[src/rtl/train_sched_pkg.sv]
package train_sched_pkg;
    localparam int DEF_PRE_W = 7;
    localparam int DEF_INT_W = 8;
    localparam int DEF_N_INC = 3;

    // low bit of interval field idx inside the stored word
    function automatic int fld_lsb(input int idx, input int w);
        return idx * w;
    endfunction
endpackage

[src/rtl/ts_cfg_reg.sv]
module ts_cfg_reg #(
    parameter int REG_W = 32
) (
    input  logic             clk,
    input  logic             rst_n,
    input  logic             wr_en_i,
    input  logic [REG_W-1:0] wdata_i,
    input  logic             full_ack_i,
    output logic [REG_W-2:0] cfg_o,
    output logic [REG_W-2:0] cfg_next_o,
    output logic             full_req_o,
    output logic             full_done_o,
    output logic             restart_o
);
    localparam int CW = REG_W - 1;

    typedef struct packed {
        logic [CW-1:0] cfg;
        logic          full;
    } cfg_st_t;

    cfg_st_t st_q, st_d;

    always_comb begin
        st_d = st_q;
        if (full_ack_i && st_q.full) begin
            st_d.full = 1'b0;
        end
        if (wr_en_i) begin
            st_d.cfg = wdata_i[CW-1:0];
            if (wdata_i[REG_W-1]) begin
                st_d.full = 1'b1;
            end
        end
    end

    always_ff @(posedge clk or negedge rst_n) begin
        if (!rst_n) begin
            st_q <= '0;
        end else begin
            st_q <= st_d;
        end
    end

    assign cfg_o       = st_q.cfg;
    assign cfg_next_o  = st_d.cfg;
    assign full_req_o  = st_q.full;
    assign full_done_o = full_ack_i & st_q.full;
    assign restart_o   = wr_en_i | (full_ack_i & st_q.full);


    full_hold_chk: assert property (@(posedge clk) disable iff (!rst_n)
        (st_q.full && !full_ack_i) |=> st_q.full);
endmodule

[src/rtl/ts_prescaler.sv]
module ts_prescaler #(
    parameter int PRE_W = 7
) (
    input  logic             clk,
    input  logic             rst_n,
    input  logic             restart_i,
    input  logic             tick_i,
    input  logic [PRE_W-1:0] limit_i,
    output logic             expire_o
);
    localparam logic [PRE_W-1:0] ONE = PRE_W'(1);

    typedef struct packed {
        logic [PRE_W-1:0] cnt;
    } pre_st_t;

    pre_st_t st_q, st_d;
    logic    expire_d;

    always_comb begin
        st_d     = st_q;
        expire_d = 1'b0;
        if (restart_i) begin
            st_d.cnt = '0;
        end else if (tick_i) begin
            if (st_q.cnt >= limit_i) begin
                st_d.cnt = '0;
                expire_d = 1'b1;
            end else begin
                st_d.cnt = st_q.cnt + ONE;
            end
        end
    end

    always_ff @(posedge clk or negedge rst_n) begin
        if (!rst_n) begin
            st_q <= '0;
        end else begin
            st_q <= st_d;
        end
    end

    assign expire_o = expire_d;


    pre_range_chk: assert property (@(posedge clk) disable iff (!rst_n)
        st_q.cnt <= limit_i);
endmodule

[src/rtl/ts_interval.sv]
module ts_interval #(
    parameter int INT_W = 8
) (
    input  logic             clk,
    input  logic             rst_n,
    input  logic             reload_i,
    input  logic [INT_W-1:0] load_val_i,
    input  logic             step_i,
    input  logic             clear_i,
    input  logic             mask_i,
    input  logic             ack_i,
    input  logic [INT_W-1:0] period_i,
    output logic             req_o
);
    localparam logic [INT_W-1:0] ONE = INT_W'(1);

    typedef struct packed {
        logic [INT_W-1:0] cnt;
        logic             pend;
    } int_st_t;

    int_st_t st_q, st_d;
    logic    fire;
    logic    ack_take;

    assign ack_take = ack_i & st_q.pend & ~mask_i;

    always_comb begin
        st_d = st_q;
        fire = 1'b0;
        if (step_i && (period_i != '0)) begin
            if (st_q.cnt <= ONE) begin
                fire     = 1'b1;
                st_d.cnt = period_i;
            end else begin
                st_d.cnt = st_q.cnt - ONE;
            end
        end
        if (ack_take) begin
            st_d.pend = 1'b0;
        end
        if (fire) begin
            st_d.pend = 1'b1;
        end
        if (reload_i) begin
            st_d.cnt = load_val_i;
        end
        if (clear_i) begin
            st_d.pend = 1'b0;
        end
    end

    always_ff @(posedge clk or negedge rst_n) begin
        if (!rst_n) begin
            st_q <= '0;
        end else begin
            st_q <= st_d;
        end
    end

    assign req_o = st_q.pend & ~mask_i;


    req_hold_chk: assert property (@(posedge clk) disable iff (!rst_n)
        (st_q.pend && !ack_take && !clear_i) |=> st_q.pend);


    zero_off_chk: assert property (@(posedge clk) disable iff (!rst_n)
        (period_i == '0 && !st_q.pend) |=> !st_q.pend);
endmodule

[src/rtl/train_sched.sv]
module train_sched
    import train_sched_pkg::*;
#(
    parameter int PRE_W = DEF_PRE_W,
    parameter int INT_W = DEF_INT_W,
    parameter int N_INC = DEF_N_INC,
    localparam int REG_W = 1 + PRE_W + N_INC * INT_W
) (
    input  logic             clk,
    input  logic             rst_n,
    input  logic             cfg_wr_en,
    input  logic [REG_W-1:0] cfg_wdata,
    output logic [REG_W-1:0] cfg_rdata,
    input  logic             refresh_tick,
    output logic             full_req,
    input  logic             full_ack,
    output logic [N_INC-1:0] inc_req,
    input  logic [N_INC-1:0] inc_ack
);
    localparam int PRE_LSB = N_INC * INT_W;

    logic [REG_W-2:0] cfg_q;
    logic [REG_W-2:0] cfg_nx;
    logic             full_q;
    logic             full_done;
    logic             restart;
    logic             pre_exp;

    ts_cfg_reg #(.REG_W(REG_W)) u_cfg (
        .clk        (clk),
        .rst_n      (rst_n),
        .wr_en_i    (cfg_wr_en),
        .wdata_i    (cfg_wdata),
        .full_ack_i (full_ack),
        .cfg_o      (cfg_q),
        .cfg_next_o (cfg_nx),
        .full_req_o (full_q),
        .full_done_o(full_done),
        .restart_o  (restart)
    );

    ts_prescaler #(.PRE_W(PRE_W)) u_pre (
        .clk      (clk),
        .rst_n    (rst_n),
        .restart_i(restart),
        .tick_i   (refresh_tick),
        .limit_i  (cfg_q[PRE_LSB +: PRE_W]),
        .expire_o (pre_exp)
    );

    for (genvar gi = 0; gi < N_INC; gi++) begin : g_inc
        localparam int LSB = fld_lsb(gi, INT_W);
        ts_interval #(.INT_W(INT_W)) u_int (
            .clk       (clk),
            .rst_n     (rst_n),
            .reload_i  (restart),
            .load_val_i(cfg_nx[LSB +: INT_W]),
            .step_i    (pre_exp),
            .clear_i   (full_done),
            .mask_i    (full_q),
            .ack_i     (inc_ack[gi]),
            .period_i  (cfg_q[LSB +: INT_W]),
            .req_o     (inc_req[gi])
        );
    end

    assign full_req  = full_q;
    assign cfg_rdata = {1'b0, cfg_q};


    full_done_chk: assert property (@(posedge clk) disable iff (!rst_n)
        (full_q && full_ack && !cfg_wr_en) |=> (!full_req && inc_req == '0));


    full_mask_chk: assert property (@(posedge clk) disable iff (!rst_n)
        (full_q && full_ack == 1'b0 && !cfg_wr_en && !refresh_tick) |=> (inc_req == '0));
endmodule

[config.mk]
export PLATFORM = sky130hd
export DESIGN_NAME = train_sched
export DESIGN_NICKNAME = d
export VERILOG_FILES = /design/src/rtl/train_sched_pkg.sv /design/src/rtl/ts_cfg_reg.sv /design/src/rtl/ts_prescaler.sv /design/src/rtl/ts_interval.sv /design/src/rtl/train_sched.sv
export SDC_FILE = /design/constraint.sdc
export NUM_CORES = 1
export LEC_CHECK = 0
export ABC_AREA = 1
export BUFFER_PORTS_ARGS = -buffer_cell sky130_fd_sc_hd__buf_2
export CORE_MARGIN = 2
export CORE_UTILIZATION = 42
export DETAILED_ROUTE_END_ITERATION = 8
export GPL_TIMING_DRIVEN = 0
export PLACE_DENSITY = 0.66
export SETUP_SLACK_MARGIN = 0.02
export SLEW_MARGIN = 20
export SYNTH_ARGS = -nofsm -noshare
export SYNTH_HDL_FRONTEND = slang
export SYNTH_HIERARCHICAL = 1
export SYNTH_SLANG_ARGS = --single-unit
[constraint.sdc]
create_clock -name clk -period 2.3 [get_ports clk]
set_input_delay 0.46 -clock clk [delete_from_list [all_inputs] [get_ports clk]]
set_output_delay 0.46 -clock clk [all_outputs]
set_load 0.05 [all_outputs]
Yosys cells after proc, flatten, opt, wreduce, memory -nomap -nowiden
Cells that the tools add are included.

Word-level logic and storage cells: 77. Bits in registers: 66. Output and inout port bits: 36. Input port bits: 40.

Add/sub/neg operators: 4. Reduce and logical (&&, ||, !) cells: 14. Muxes and demuxes: 33. Bitwise gates (word level): 12. Magnitude comparators: 4.

Operator list (number): 8-bit two-way mux (9); 25-bit two-way mux (1); 8-bit by 1-bit <= comparator with 1-bit output, second input constant (3); 8-bit nonzero test (3); 8-bit by 1-bit subtractor with 8-bit output, second input constant (3); 7-bit two-way mux (3); 1-bit two-way mux (20); 1-bit bitwise AND (10); 3-bit nonzero test (3); 2-bit nonzero test (4); 7-bit by 1-bit adder with 7-bit output, second input constant (1); 7-bit greater-or-equal comparator (1); 1-bit logical AND (4); 1-bit NOT (1); 1-bit OR (1).

Depth between registers and ports, before layout
Depth in word-level cells: 8. Mapped depth: 15. Mapped depth without buffers: 15.

Hierarchy
The synthesis kept the hierarchy.

By module, submodules not included: ts_interval (sequential area each 225.2 µm², area each 857.1 µm², times used 3, cells an instance 141); ts_cfg_reg (sequential area each 800.8 µm², area each 1532.7 µm², times used 1, cells an instance 171); ts_prescaler (sequential area each 175.2 µm², area each 561.8 µm², times used 1, cells an instance 79); train_sched (sequential area each 0.0 µm², area each 11.3 µm², times used 1, cells an instance 2).

Worst setup path before layout
No wires, ideal clock.

Path kind: reg-to-reg. From: register u_cfg.st_q, in the netlist u_cfg/cfg_o[26]. To: register g_inc[0].u_int/st_q[3] (netlist name). Period minus slack after synthesis: 2.518 ns. Setup time: 0.117 ns. Slack: -0.218 ns. Stages on the path, launching flop included: 16. Data required time: 2.183 ns. Arrival time: 2.401 ns. Buffers on the path: 0. Cell sequence: dfrtp_1 -> inv_1 -> ha_1 -> nand2_1 -> inv_1 -> nand2_1 -> nand2_1 -> nand2_1 -> nand2_1 -> nand2_1 -> nor2_1 -> o21ai_4 -> nand2_2 -> inv_1 -> nand2_1 -> nand2_1.

Word-level cells in the longest chain between the ends: 6.

Ends and longest elaborated chain: start: declaration (RTL line ts_cfg_reg.sv:22) `cfg_st_t st_q, st_d;`; start signal: assignment (RTL line ts_cfg_reg.sv:41) `st_q <= st_d;`; 7-bit greater-or-equal comparator (RTL line ts_prescaler.sv:26) `if (st_q.cnt >= limit_i) begin`; 1-bit two-way mux (RTL line ts_prescaler.sv:26); 1-bit two-way mux (RTL line ts_prescaler.sv:25) `end else if (tick_i) begin`; 1-bit two-way mux (RTL line ts_prescaler.sv:23) `if (restart_i) begin`; via pre_exp (RTL line train_sched.sv:27) `logic pre_exp;`; 1-bit logical AND (RTL line ts_interval.sv:31) `if (step_i && (period_i != '0)) begin`; 2-bit nonzero test (no line); end signal: assignment (RTL line ts_interval.sv:57) `st_q <= st_d;`; end: declaration (RTL line ts_interval.sv:22) `int_st_t st_q, st_d;`.

The timed path passes the listed nets, and every way through them passes these cells. A chain may end at the register's enable or synchronous reset.

Final worst setup path
From: register u_cfg.st_q, in the netlist u_cfg/cfg_o[30]. To: register g_inc[2].u_int/st_q[2] (netlist name).

Word-level cells in the longest chain between the ends: 6.

Ends and longest elaborated chain (RTL line): 7-bit greater-or-equal comparator (ts_prescaler.sv:26); 1-bit two-way mux (ts_prescaler.sv:26); 1-bit two-way mux (ts_prescaler.sv:25); 1-bit two-way mux (ts_prescaler.sv:23); via pre_exp (train_sched.sv:27); 1-bit logical AND (ts_interval.sv:31); 2-bit nonzero test (no line); end signal: assignment (ts_interval.sv:57); end: declaration (ts_interval.sv:22).

The timed path passes the listed nets, and every way through them passes these cells.

==> impl_metrics.py <==
metrics = {
    "grt": {
        "grt_pass1_wl_um": 18700,
        "antenna_found_initial": 0,
        "grt_max_degree": 44,
        "first_global_vias": 4109,
        "grt_use_total_pct": 20.0,
        "gr-total-overflow": 0,
    },
    "sta": {
        "setup-tns-final_ns": 0,
        "hold_viol": 0,
        "fmax_mhz": 496,
        "tightestPinTransition_ns": 0.562,
        "slew_headroom_pct": 62.4,
        "fin_crit_ns": 2.02,
        "setup_violations": 0,
        "rsz0062_at_grt": "false",
        "period_share_pct": 87.7,
        "worst_clock_skew_ns": 0.00447,
        "finalMaxSlewViolations": 0,
    },
    "min_path": {
        "hold_class": "input port to asynchronous set/reset pin",
    },
    "worst_setup_path": {
        "cp.arrival_ns": 2.31,
        "crit_family": "simple AND/OR/NAND/NOR gates",
        "start_kind": "flop",
        "critical_path.max_stage_delay_ns": 0.38,
        "endpoint_kind": "flop",
        "critPathKind": "flop to flop",
        "crit_slowest_cell": "dfrtp_1",
        "crit_chain": "inv_1 -> ha_1 -> nand2_1 -> inv_1 -> a21oi_1 -> nand2_1 -> nand2_1 -> nor2_4 -> buf_4 -> o21ai_4 -> nand2_2 -> inv_1 -> nand2_1 -> nand2_1",
        "worstPathMaxFanout": 6,
        "cp_data_required_time_ns": 2.59,
        "crit_top_cell": "nand2_1",
        "cp.buffers_inverters": 4,
    },
    "synth": {
        "synth_area_um2": 4620,
        "synth_fp_nets": 722,
        "avgSynthCellArea_um2": 6.92,
        "synthCells": 668,
        "yosys_warnings": 6,
    },
    "floorplanning": {
        "pin_count": 76,
        "coreArea_um2": 10800,
        "die-area_um2": 11900,
        "start_util_pct": 42.8,
        "die_w_um": 109,
        "die_h_um": 109,
        "rows": 38,
    },
    "finish": {
        "num_antenna_cells": 0,
        "synthToLayoutAreaGrowth_pct": 17.2,
        "nets": 810,
        "finalInstanceArea_um2": 5420,
        "drive_gt1_share_pct": 24.4,
    },
    "pwr": {
        "ir_drop_mv": 0.393,
        "power_density_nw_per_um2": 686,
        "leakage_uw": 0.00315,
    },
    "job": {
        "maxCapViolCount": 0,
    },
    "clock_tree": {
        "holdBufCountCts": 0,
        "h-tree-depth": 3,
        "clk_pin_slew_ns": 0.07,
        "cts.sinks": 66,
        "clkLatencyLatePin_ns": 0.35,
        "cts_max_path_buffers": 2,
        "cts_root_buf": "clkbuf_8",
        "cts_buffers": 9,
        "cts_tree": "done",
    },
    "detailed_routing": {
        "antenna_left": 0,
        "viasPerCell": 4.73,
        "dr_total_vias": 4248,
        "drtIter0Drc": 150,
        "drc": 0,
        "post_drt_wl_per_cell_um": 12.3,
        "drtPass1Iterations": 5,
        "drt-total-wl_um": 11000,
    },
    "placement": {
        "place.gp.congestion": 0.864,
        "placed_cell_area_um2": 5200,
        "dpl.hpwl_um": 8250,
        "port_buffers": 73,
    },
    "status": {
        "outcome": "finished clean",
    },
}
==> state kept, by name, summed over array words and instances (netlist names) <==
register	flops
g_inc.u_int/st_q	27
u_cfg/cfg_o	31
u_cfg/full_req_o	1
u_pre/st_q	7
==> placed cells by master, fill, tap and decap left out, types with 4 or more instances in the layout <==
cell and instances:
buf_2 75, o21ai_0 8, inv_1 88, nand3_1 82
clkbuf_8 12, nand4_1 4, nor2_1 52, buf_6 5
nand2_1 246, buf_4 29, inv_2 6, dfrtp_1 66
nor2_4 6, ha_1 14, or2_2 9, nand2_2 16
==> worst reg2reg max path, cell delays in order, from the launching register on <==
cell and delay, ns:
dfrtp_1 0.38, inv_1 0.06, ha_1 0.30, nand2_1 0.10
inv_1 0.05, a21oi_1 0.18, nand2_1 0.07, nand2_1 0.12
nor2_4 0.06, buf_4 0.19, o21ai_4 0.11, nand2_2 0.11
inv_1 0.10, nand2_1 0.05, nand2_1 0.06
==> report_power, final <==
part | switching (uW) | internal, uW
Sequential | 168 | 1300
Combinational | 818 | 440
Clock | 449 | 544
Total | 1430 | 2280
==> metal layers <==
layer  global-route usage [%]  up-vias  part of all wire (%)
met1                     25.3     1967                    45
met4                     7.51        0                   1.8
met3                     4.18       15                   4.2
met5                        0        -                     0
li1                         -     2185                     -
met2                     33.5       81                    49
==> cell type report <==
cell class                 instances  area, um^2
sequential                        66        1650
multi-input combinational        469        2310
buffer                            35         293
clock inverter                     3        40.0
clock buffer                      11         151
inverter                          98         383
timing repair buffer              77         418
fill                            1088        5370
tap                              140         175
==> what timing repair did <==
action / CTS / global route
endpoints found under the hold margin: 0 / 0
resized for setup: 2 / 0
endpoints found under the setup margin: 27 / 0
setup buffers: 3 / 0
==> worst paths after layout <==
| path | cells after the start | start | endpoint | slack (ns) |
|---|---|---|---|---|
| min | 1 | rst_n | u_pre/st_q[0] | 0.01 |
| max | 14 | u_cfg/cfg_o[30] | g_inc[2].u_int/st_q[2] | 0.28 |
| min reg2reg | 2 | u_cfg/cfg_o[28] | u_cfg/cfg_o[28] | 0.51 |
| min in group clk | 3 | cfg_wdata[31] | u_cfg/full_req_o | 0.31 |
| max reg2reg | 14 | u_cfg/cfg_o[30] | g_inc[2].u_int/st_q[2] | 0.28 |
| max in group asynchronous | 2 | rst_n | g_inc[0].u_int/st_q[2] | 1.76 |
==> stage by stage <==
stage               setup WS [ns]  hold slack, ns  cells  util [%]  power, uW
floorplan                  0.0230           0.164    668         -       2430
finish                      0.283          0.0124    899      50.2       3720
detailed placement         -0.597           0.392    882      48.2       2740
global placement           -0.581           0.485    881      47.9       2700
CTS                         0.284          0.0142    899      50.2       3760
global route               0.0868          0.0216    899      50.2       3990
Note: power is estimated with default switching activity, not from simulation.
